===== src/rtl/serial_cmd_pkg.sv =====
package serial_cmd_pkg;
  localparam int CMD_WR_FIRST = 8;
  localparam int CMD_DUMP     = 14;
  localparam int CMD_LOAD     = 15;
endpackage


===== src/rtl/sclk_edges.sv =====
module sclk_edges (
  input  logic clk,
  input  logic rst,
  input  logic sclk,
  output logic rise,
  output logic fall
);
  logic sclk_q;

  always_ff @(posedge clk) begin
    if (rst) sclk_q <= 1'b0;
    else     sclk_q <= sclk;
  end

  assign rise = sclk & ~sclk_q;
  assign fall = ~sclk & sclk_q;
endmodule


===== src/rtl/cmd_shifter.sv =====
module cmd_shifter #(
  parameter int WORD_W = 16
) (
  input  logic              clk,
  input  logic              rst,
  input  logic              sel,
  input  logic              busy,
  input  logic              rise,
  input  logic              din,
  output logic              word_vld,
  output logic [WORD_W-1:0] word
);
  localparam int CNT_W = $clog2(WORD_W);
  localparam logic [CNT_W-1:0] LAST = CNT_W'(WORD_W - 1);

  logic [CNT_W-1:0]  cnt;
  logic [WORD_W-1:0] sh;
  logic [WORD_W-1:0] nxt;

  assign nxt = {sh[WORD_W-2:0], din};

  always_ff @(posedge clk) begin
    if (rst) begin
      cnt      <= '0;
      sh       <= '0;
      word     <= '0;
      word_vld <= 1'b0;
    end else begin
      word_vld <= 1'b0;
      if (!sel) begin
        cnt <= '0;
      end else if (rise && !busy) begin
        sh <= nxt;
        if (cnt == LAST) begin
          cnt      <= '0;
          word     <= nxt;
          word_vld <= 1'b1;
        end else begin
          cnt <= cnt + 1'b1;
        end
      end
    end
  end
endmodule


===== src/rtl/cmd_reg_file.sv =====
module cmd_reg_file
  import serial_cmd_pkg::*;
#(
  parameter int WORD_W    = 16,
  parameter int CMD_W     = 4,
  parameter int N_WR_REGS = 6
) (
  input  logic                              clk,
  input  logic                              rst,
  input  logic                              word_vld,
  input  logic [WORD_W-1:0]                 word,
  output logic [N_WR_REGS*(WORD_W-CMD_W)-1:0] wr_regs,
  output logic [WORD_W-CMD_W-1:0]           ctrl_reg
);
  localparam int DATA_W = WORD_W - CMD_W;

  logic [CMD_W-1:0]  cmd;
  logic [DATA_W-1:0] data;

  assign cmd  = word[WORD_W-1 -: CMD_W];
  assign data = word[DATA_W-1:0];

  for (genvar i = 0; i < N_WR_REGS; i++) begin : g_wr
    always_ff @(posedge clk) begin
      if (rst)
        wr_regs[i*DATA_W +: DATA_W] <= '0;
      else if (word_vld && cmd == CMD_W'(CMD_WR_FIRST + i))
        wr_regs[i*DATA_W +: DATA_W] <= data;
    end
  end

  always_ff @(posedge clk) begin
    if (rst)
      ctrl_reg <= '0;
    else if (word_vld && cmd == CMD_W'(CMD_LOAD))
      ctrl_reg <= data;
  end
endmodule


===== src/rtl/dump_streamer.sv =====
module dump_streamer #(
  parameter int MEM_WORDS = 8,
  parameter int WORD_W    = 16
) (
  input  logic                         clk,
  input  logic                         rst,
  input  logic                         sel,
  input  logic                         rise,
  input  logic                         fall,
  input  logic                         start,
  input  logic                         ld_en,
  input  logic [$clog2(MEM_WORDS)-1:0] ld_addr,
  input  logic [WORD_W-1:0]            ld_data,
  output logic                         busy,
  output logic                         dout,
  output logic                         oe
);
  localparam int BITS  = MEM_WORDS * WORD_W;
  localparam int CNT_W = $clog2(BITS);
  localparam int BIT_W = $clog2(WORD_W);
  localparam logic [CNT_W-1:0] LAST = CNT_W'(BITS - 1);

  logic [WORD_W-1:0] store [MEM_WORDS];
  logic [CNT_W-1:0]  cnt;
  logic              active;

  always_ff @(posedge clk) begin
    if (ld_en) store[ld_addr] <= ld_data;
  end

  always_ff @(posedge clk) begin
    if (rst) begin
      active <= 1'b0;
      cnt    <= '0;
      oe     <= 1'b0;
      dout   <= 1'b0;
    end else if (!sel) begin
      active <= 1'b0;
      cnt    <= '0;
      oe     <= 1'b0;
    end else begin
      if (start) begin
        active <= 1'b1;
        cnt    <= '0;
      end else if (active && rise) begin
        if (cnt == LAST) begin
          active <= 1'b0;
          cnt    <= '0;
        end else begin
          cnt <= cnt + 1'b1;
        end
      end
      if (fall) begin
        oe <= active;
        if (active) dout <= store[cnt[CNT_W-1:BIT_W]][~cnt[BIT_W-1:0]];
      end
    end
  end

  assign busy = active;
endmodule


===== src/rtl/serial_cmd_port.sv =====
module serial_cmd_port
  import serial_cmd_pkg::*;
#(
  parameter int WORD_W    = 16,
  parameter int CMD_W     = 4,
  parameter int N_WR_REGS = 6,
  parameter int MEM_WORDS = 8,
  parameter int SEL_W     = 2
) (
  input  logic                                clk,
  input  logic                                rst,
  input  logic                                sclk,
  input  logic                                sel,
  input  logic                                dio_in,
  output logic                                dio_out,
  output logic                                dio_oe,
  input  logic                                mem_ld_en,
  input  logic [$clog2(MEM_WORDS)-1:0]        mem_ld_addr,
  input  logic [WORD_W-1:0]                   mem_ld_data,
  output logic [N_WR_REGS*(WORD_W-CMD_W)-1:0] wr_regs,
  output logic [WORD_W-CMD_W-1:0]             ctrl_reg,
  output logic [SEL_W-1:0]                    mon_sel
);
  localparam int DATA_W = WORD_W - CMD_W;

  logic              rise, fall, busy, word_vld, start;
  logic [WORD_W-1:0] word;

  sclk_edges u_edges (
    .clk (clk), .rst (rst), .sclk (sclk), .rise (rise), .fall (fall)
  );

  cmd_shifter #(.WORD_W(WORD_W)) u_shift (
    .clk (clk), .rst (rst), .sel (sel), .busy (busy), .rise (rise),
    .din (dio_in), .word_vld (word_vld), .word (word)
  );

  cmd_reg_file #(.WORD_W(WORD_W), .CMD_W(CMD_W), .N_WR_REGS(N_WR_REGS)) u_regs (
    .clk (clk), .rst (rst), .word_vld (word_vld), .word (word),
    .wr_regs (wr_regs), .ctrl_reg (ctrl_reg)
  );

  assign start = word_vld && (word[WORD_W-1 -: CMD_W] == CMD_W'(CMD_DUMP));

  dump_streamer #(.MEM_WORDS(MEM_WORDS), .WORD_W(WORD_W)) u_dump (
    .clk (clk), .rst (rst), .sel (sel), .rise (rise), .fall (fall),
    .start (start), .ld_en (mem_ld_en), .ld_addr (mem_ld_addr),
    .ld_data (mem_ld_data), .busy (busy), .dout (dio_out), .oe (dio_oe)
  );

  assign mon_sel = ctrl_reg[SEL_W-1:0];
endmodule


===== config.mk =====
export PLATFORM = sky130hd
export DESIGN_NAME = serial_cmd_port
export DESIGN_NICKNAME = d
export VERILOG_FILES = /design/src/rtl/serial_cmd_pkg.sv /design/src/rtl/sclk_edges.sv /design/src/rtl/cmd_shifter.sv /design/src/rtl/cmd_reg_file.sv /design/src/rtl/dump_streamer.sv /design/src/rtl/serial_cmd_port.sv
export SDC_FILE = /design/constraint.sdc
export NUM_CORES = 1
export LEC_CHECK = 0
export ABC_AREA = 1
export BUFFER_PORTS_ARGS = -buffer_cell sky130_fd_sc_hd__clkbuf_2
export CAP_MARGIN = 20
export CORE_MARGIN = 5
export CORE_UTILIZATION = 40
export DETAILED_ROUTE_END_ITERATION = 12
export HOLD_SLACK_MARGIN = 0.06
export PLACE_DENSITY = 0.7
export SETUP_SLACK_MARGIN = 0.1
export SKIP_LAST_GASP = 1
export SLEW_MARGIN = 20
export SYNTH_ARGS = -nofsm -noshare
export SYNTH_HDL_FRONTEND = slang
export SYNTH_SLANG_ARGS = --single-unit

===== constraint.sdc =====
create_clock -name clk -period 2.06 [get_ports clk]
set_input_delay 0.412 -clock clk [delete_from_list [all_inputs] [get_ports clk]]
set_output_delay 0.412 -clock clk [all_outputs]
set_load 0.01 [all_outputs]

==> results.toml, run 1 <==
[timing]
period_minus_slack_ns = 1.71
fin_setup_tns_ns = 0
rsz0062_at_grt = "false"
finalHoldViolations = 0
finalSetupViolCount = 0
relSlewSlack_pct = 63.9
finalClockSkew_ns = 0.0105
min_period_over_period_pct = 82.9
tightest_slew_ns = 0.541
drv_slew = 0
timing.fmax_mhz = 585

[clocking]
cts_buffer_depth = 3
post_cts_resized = 0
clock_latency_ns = 0.52
cts_made_buffers = 27
cts-root-buf = "clkbuf_16"
holdBufCountCts = 0
htree_num_levels = 1
tritoncts = "yes"
clkSinkCount = 262
clkTransAtPathRegs_ns = 0.06
postCtsSetupRepairBufs = 0

[route]
dr.first_iter.drc_count = 529
vias = 7544
ant_nets = 0
drtPass1Iterations = 5
drc = 0
routed_via_density = 4.88
routed_wl_um = 24000
wire_per_inst_um = 15.5

[grt]
grt_pass1_vias = 7270
grt_pass1_wl_um = 38000
antenna_found_initial = 0
grt_max_degree = 116
grt_overflow = 0
grt_usage_pct = 16.3

[final_layout]
diodes = 0
top_register = "u_dump.store"
final_area_mm2 = 0.0120
nFillCells = 2272
drive_gt1_share_pct = 16.8
fin_util_pct = 47.7
final_nets = 1225
top_regs = "u_dump.store x128, u_regs.wr_regs x72, u_shift.word x16"
largest_register_ff_count = 128
area_growth_pct = 17.6

[critical_path]
rr_endpoint = "u_shift.word[4]"
r2r_cells = 10
endpoint_kind = "flip-flop"
rrSetupSlack_ns = 0.35
cp_max_fo = 13
crit_required_ns = 2.45
worstPathArrival_ns = 2.10
r2r_start = "u_shift.cnt[0]"
cp-start-kind = "flip-flop"
path_class = "reg2reg"

[pwr]
ir_worst_vdd_uv = 574
p_total_mw = 10.8
cellPowerDensity_mw_per_mm2 = 896
leakagePower_nw = 5.21

[run_status]
status = "finished clean"

[yosys]
synth.mux.area_fraction_pct = 0.110
syn_area_per_cell_um2 = 9.31
ys_top_cells_by_area = "edfxtp_1 38%, dfxtp_1 26%, nor2_1 7.8%"
synth-xor-area-share_pct = 0.0857
synth_fa_ha_area_share_pct = 0.245
syn-cell-area_mm2 = 0.0102
synth_top_family_by_area = "simple AND/OR/NAND/NOR gates"
synth-seq-area-share_pct = 63.9
yosys.area_share.simple_pct = 21.3
synth_top_area_cell = "edfxtp_1"
yosys.cell_types.count = 35
synth_seq_cells = 262
synth_top_area_share_pct = 37.6
ys_warn_count = 0
syn-num-nets = 1125
synth_compound_area_share_pct = 7.73
syn_inst = 1098

[die]
start_util_pct = 40.6
die_x_um = 170
dieArea_mm2 = 0.0288
die_y_um = 170
boundaryPins = 113
coreArea_mm2 = 0.0252
rows = 58

[placement]
hpwl_um = 14600
placed_cell_area_mm2 = 0.0111
place.gp.congestion = 0.810
io_buffers = 112

[hold_path]
worstHoldPathType = "in2reg"
holdPathEnd = "u_dump.dout"
hold_path_depth = 2
hp-start = "rst"

[flow_run]
maxCapViolCount = 0
[cells in the final DEF (no fill, tap or decap)]
cell and instances:
nor2_4 2, a21oi_2 1, edfxtp_1 128, clkbuf_2 112, inv_6 2, buf_4 22, inv_1 76, nor3b_1 1
o21a_1 1, buf_12 6, clkbuf_1 1, nand4_1 1, or4_1 1, nor3_2 1, a211oi_1 1, nand2_1 191
dfxtp_2 1, o21ai_1 5, nor3_1 3, clkbuf_8 8, clkinv_2 6, xor2_1 1, dfxtp_1 133, nor4_1 1
nand2_2 1, mux2_2 1, a21oi_1 30, inv_2 4, o21ai_0 118, ha_1 2, nand3_2 1, nor2_2 5
nor4_2 1, clkbuf_16 28, nand3_1 105, nor2_1 213, bufinv_16 2
[cells in the mapped netlist]
master	n
nand3_2	1
nor2_1	213
buf_4	7
nor3_2	1
clkbuf_2	8
buf_6	5
mux2_2	1
or4_1	1
clkbuf_1	29
buf_1	2
dfxtp_1	134
inv_1	77
nor2_2	5
o21ai_0	118
buf_12	1
nand4_1	1
a21oi_2	1
nand2_1	191
nor3b_1	1
o21a_1	1
inv_2	3
nor4_2	1
buf_2	16
a21oi_1	30
buf_8	1
nor4_1	1
xor2_1	1
nor3_1	3
o21ai_1	5
nor2_4	2
ha_1	2
nand2_2	1
nand3_1	105
a211oi_1	1
edfxtp_1	128
[worst max-delay path by stage]
stage / startpoint / end / slack, ns / depth (start not counted)
floorplan: mem_ld_addr[0] / u_dump.store[0][0] / 0.43 / 3
global placement: sclk / u_shift.word[15] / 0.33 / 10
detailed placement: sclk / flip-flop / 0.30 / 8
CTS: flip-flop / u_dump.dout / 0.36 / 11
global route: u_shift.cnt[0] / u_shift.word[6] / 0.13 / 10
finish: u_shift.cnt[0] / u_shift.word[4] / 0.35 / 10
[layer usage]
layer / wire length, µm / global-route usage (%)
met1: 10600 / 22.1
met2: 11400 / 26.4
met3: 1370 / 3.07
met4: 642 / 5.32
met5: 0 / 0
[report_power, final]
part	switching, mW	internal [mW]	total (mW)	leakage, nW
registers	0.0290	5.57	5.59	2.24
logic	0.174	0.0707	0.245	2.50
clock network	1.93	3.00	4.93	0.465
[per-stage QoR]
step | setup slack (ns) | std cells | hold WS, ns
3_3_place_gp | 0.329 | 1499 | 0.449
2_1_floorplan | 0.425 | 1098 | 0.436
3_5_place_dp | 0.299 | 1499 | 0.464
4_1_cts | 0.362 | 1546 | 0.133
5_1_grt | 0.129 | 1546 | 0.138
6_report | 0.352 | 1546 | 0.148
[kinds of logic (layout without fill, tap and decap cells)]
family	Yosys count	in the layout
AND/OR/NAND/NOR	527	527
flip-flops	262	262
AO/OA/AOI/OAI	156	156
buffers and inverters	149	267
adder cells (fa/ha/maj)	2	2
XOR/XNOR	1	1
multiplexers	1	1
[worst max-delay path, cell delays in order (launching register included)]
cell	delay [ns]
dfxtp_1	0.38
ha_1	0.18
inv_1	0.06
nor3_2	0.15
inv_1	0.06
nor2_1	0.12
inv_1	0.10
nor2_4	0.23
inv_2	0.14
nand3_1	0.09
o21ai_0	0.09
[final cells by class]
class | count | area [µm²] | area share [%]
Tap cell | 330 | 413 | 3.43
Sequential cell | 262 | 6530 | 54.3
Multi-Input combinational cell | 687 | 3010 | 25.1
Timing Repair Buffer | 140 | 846 | 7.04
Inverter | 80 | 300 | 2.50
Clock inverter | 10 | 108 | 0.895
Clock buffer | 37 | 815 | 6.78
Power figures use the tool's default switching activity.
==> run 2, diff against run 1 <==
clock period = 1.8 ns   (was 2.06 ns; I/O delays follow)
==> results.toml, run 2 (same netlist as run 1, synthesis figures left out) <==
[critical_path]
cp-start-kind = "flip-flop"
cp_max_fo = 8
crit_slowest_cell = "dfxtp_4"
worstPathArrival_ns = 2.06
critPathTopFamily = "simple AND/OR/NAND/NOR gates"
crit_chain = "clkinv_8 > buf_4 > buf_6 > nand2_1 > nand3_1 > nand3_1 > nand2_1 > nand2_1 > nand3_1 > nand3_1 > nand2_1 > nand3_2 > a21oi_2"
cpPeakStageDelay_ns = 0.44
endpoint_kind = "flip-flop"
cp_num_buf_inv = 3
path_class = "reg2reg"
crit_required_ns = 2.20

[final_layout]
largest_register_ff_count = 128
ff_latch_area_mm2 = 0.00653
top_register = "u_dump.store"
nFillCells = 2278
multi_input_comb_area_mm2 = 0.00308
layout_common_cells = "211 x nor2_1, 186 x nand2_1, 131 x dfxtp_1"
top_regs = "u_dump.store x128, u_regs.wr_regs x72, u_shift.word x16"
final_common_cell = "nor2_1"
drive_gt1_share_pct = 19.2
final_nets = 1245
diodes = 0
fin_util_pct = 48.9
area_growth_pct = 20.5

[timing]
finalSetupViolCount = 0
tightest_slew_ns = 0.558
min_period_over_period_pct = 92.2
finalHoldViolations = 0
period_minus_slack_ns = 1.66
rsz0062_at_grt = "true"
finalClockSkew_ns = 0.0171
timing.fmax_mhz = 602
drv_slew = 0
relSlewSlack_pct = 62.7
fin_setup_tns_ns = 0

[pwr]
intPower_mw = 9.80
switching_share_pct = 20.1
p_seq_share_pct = 52.2
comb_power_share_pct = 2.3
ir_worst_vdd_uv = 620
p_clk_share_pct = 45.5
p_sw_mw = 2.46
cellPowerDensity_mw_per_mm2 = 996
p_total_mw = 12.3
leakagePower_nw = 5.35

[clocking]
cts_made_buffers = 27
cts-root-buf = "clkbuf_16"
cts_buffer_depth = 3
htree_num_levels = 1
holdBufCountCts = 0
clkTransAtPathRegs_ns = 0.06
clock_latency_ns = 0.53
clkSinkCount = 262
tritoncts = "yes"

[route]
drtPass1Iterations = 5
vias = 7747
wire_per_inst_um = 15.8
dr.first_iter.drc_count = 581
routed_wl_um = 24800
ant_nets = 0
drc = 0
routed_via_density = 4.94

[die]
dieArea_mm2 = 0.0288
boundaryPins = 113
die_y_um = 170
coreArea_mm2 = 0.0252
rows = 58
start_util_pct = 40.6
die_x_um = 170

[run_status]
status = "finished clean"

[placement]
hpwl_um = 14900
place.gp.congestion = 0.799
io_buffers = 112

[grt]
grt_overflow = 0
antenna_found_initial = 0
grt_usage_pct = 16.3
grt_max_degree = 116
grt_pass1_wl_um = 38400
grt_pass1_vias = 7360

[flow_run]
maxCapViolCount = 0

[hold_path]
worstHoldPathType = "in2reg"
-- run 2: per-stage QoR --
| step | instance area (µm²) | worst slack [ns] | instances | hold slack, ns |
|---|---|---|---|---|
| after detailed placement | 11100 | 0.0624 | 1503 | 0.455 |
| final | 12300 | 0.140 | 1567 | 0.0782 |
| after global placement | 11100 | 0.117 | 1503 | 0.452 |
| after CTS | 12000 | 0.120 | 1553 | 0.0606 |
| after global routing | 12300 | 0.0224 | 1567 | 0.0744 |
| after floorplan | 10200 | 0.217 | 1098 | 0.422 |
-- run 2: cell type report --
class | count | share of cell area (%)
sequential | 262 | 53.1
multi-input combinational | 687 | 25.0
timing repair buffer | 160 | 8.78
clock buffer | 35 | 6.06
tap | 330 | 3.35
inverter | 80 | 2.56
clock inverter | 13 | 1.19
-- run 2: power by group through the flow --
stage | logic, mW | registers, mW | clock network (mW)
finish | 0.284 | 6.40 | 5.57
global route | 0.324 | 6.41 | 5.92
CTS | 0.281 | 6.40 | 5.65
detailed placement | 0.279 | 6.53 | 0
global placement | 0.271 | 6.53 | 0
floorplan | 0.157 | 6.53 | 0
-- run 2: layer usage --
metal | part of all wire (%) | track usage (%) | up-vias
met5 | 0 | 0 | -
met4 | 2.0 | 4.66 | 0
met3 | 5.7 | 2.44 | 36
met2 | 48 | 27.1 | 230
met1 | 44 | 22.5 | 3647
li1 | - | - | 3834
-- run 2: tightest hold or removal path: cells and delay by family --
family / cells / cell delay, ns
buf+inv: 1 / 0.10
compound gates: 1 / 0.05
simple gates: 1 / 0.05
-- run 2: path summary, 6_finish.rpt --
check	startpoint	end	slack, ns	cells past startpoint
worst max register to register	flip-flop	u_dump.dout	0.14	13
worst min-delay path	dio_in	u_shift.word[0]	0.08	3
worst max-delay path	flip-flop	u_dump.dout	0.14	13
worst min register to register	u_dump.oe	u_dump.oe	0.46	2
-- run 2: what timing repair did --
action	in CTS	in global routing
pin swaps	1	10
gates cloned	0	6
setup buffers	2	8
resized for setup	0	30
endpoints found under the setup margin	10	16
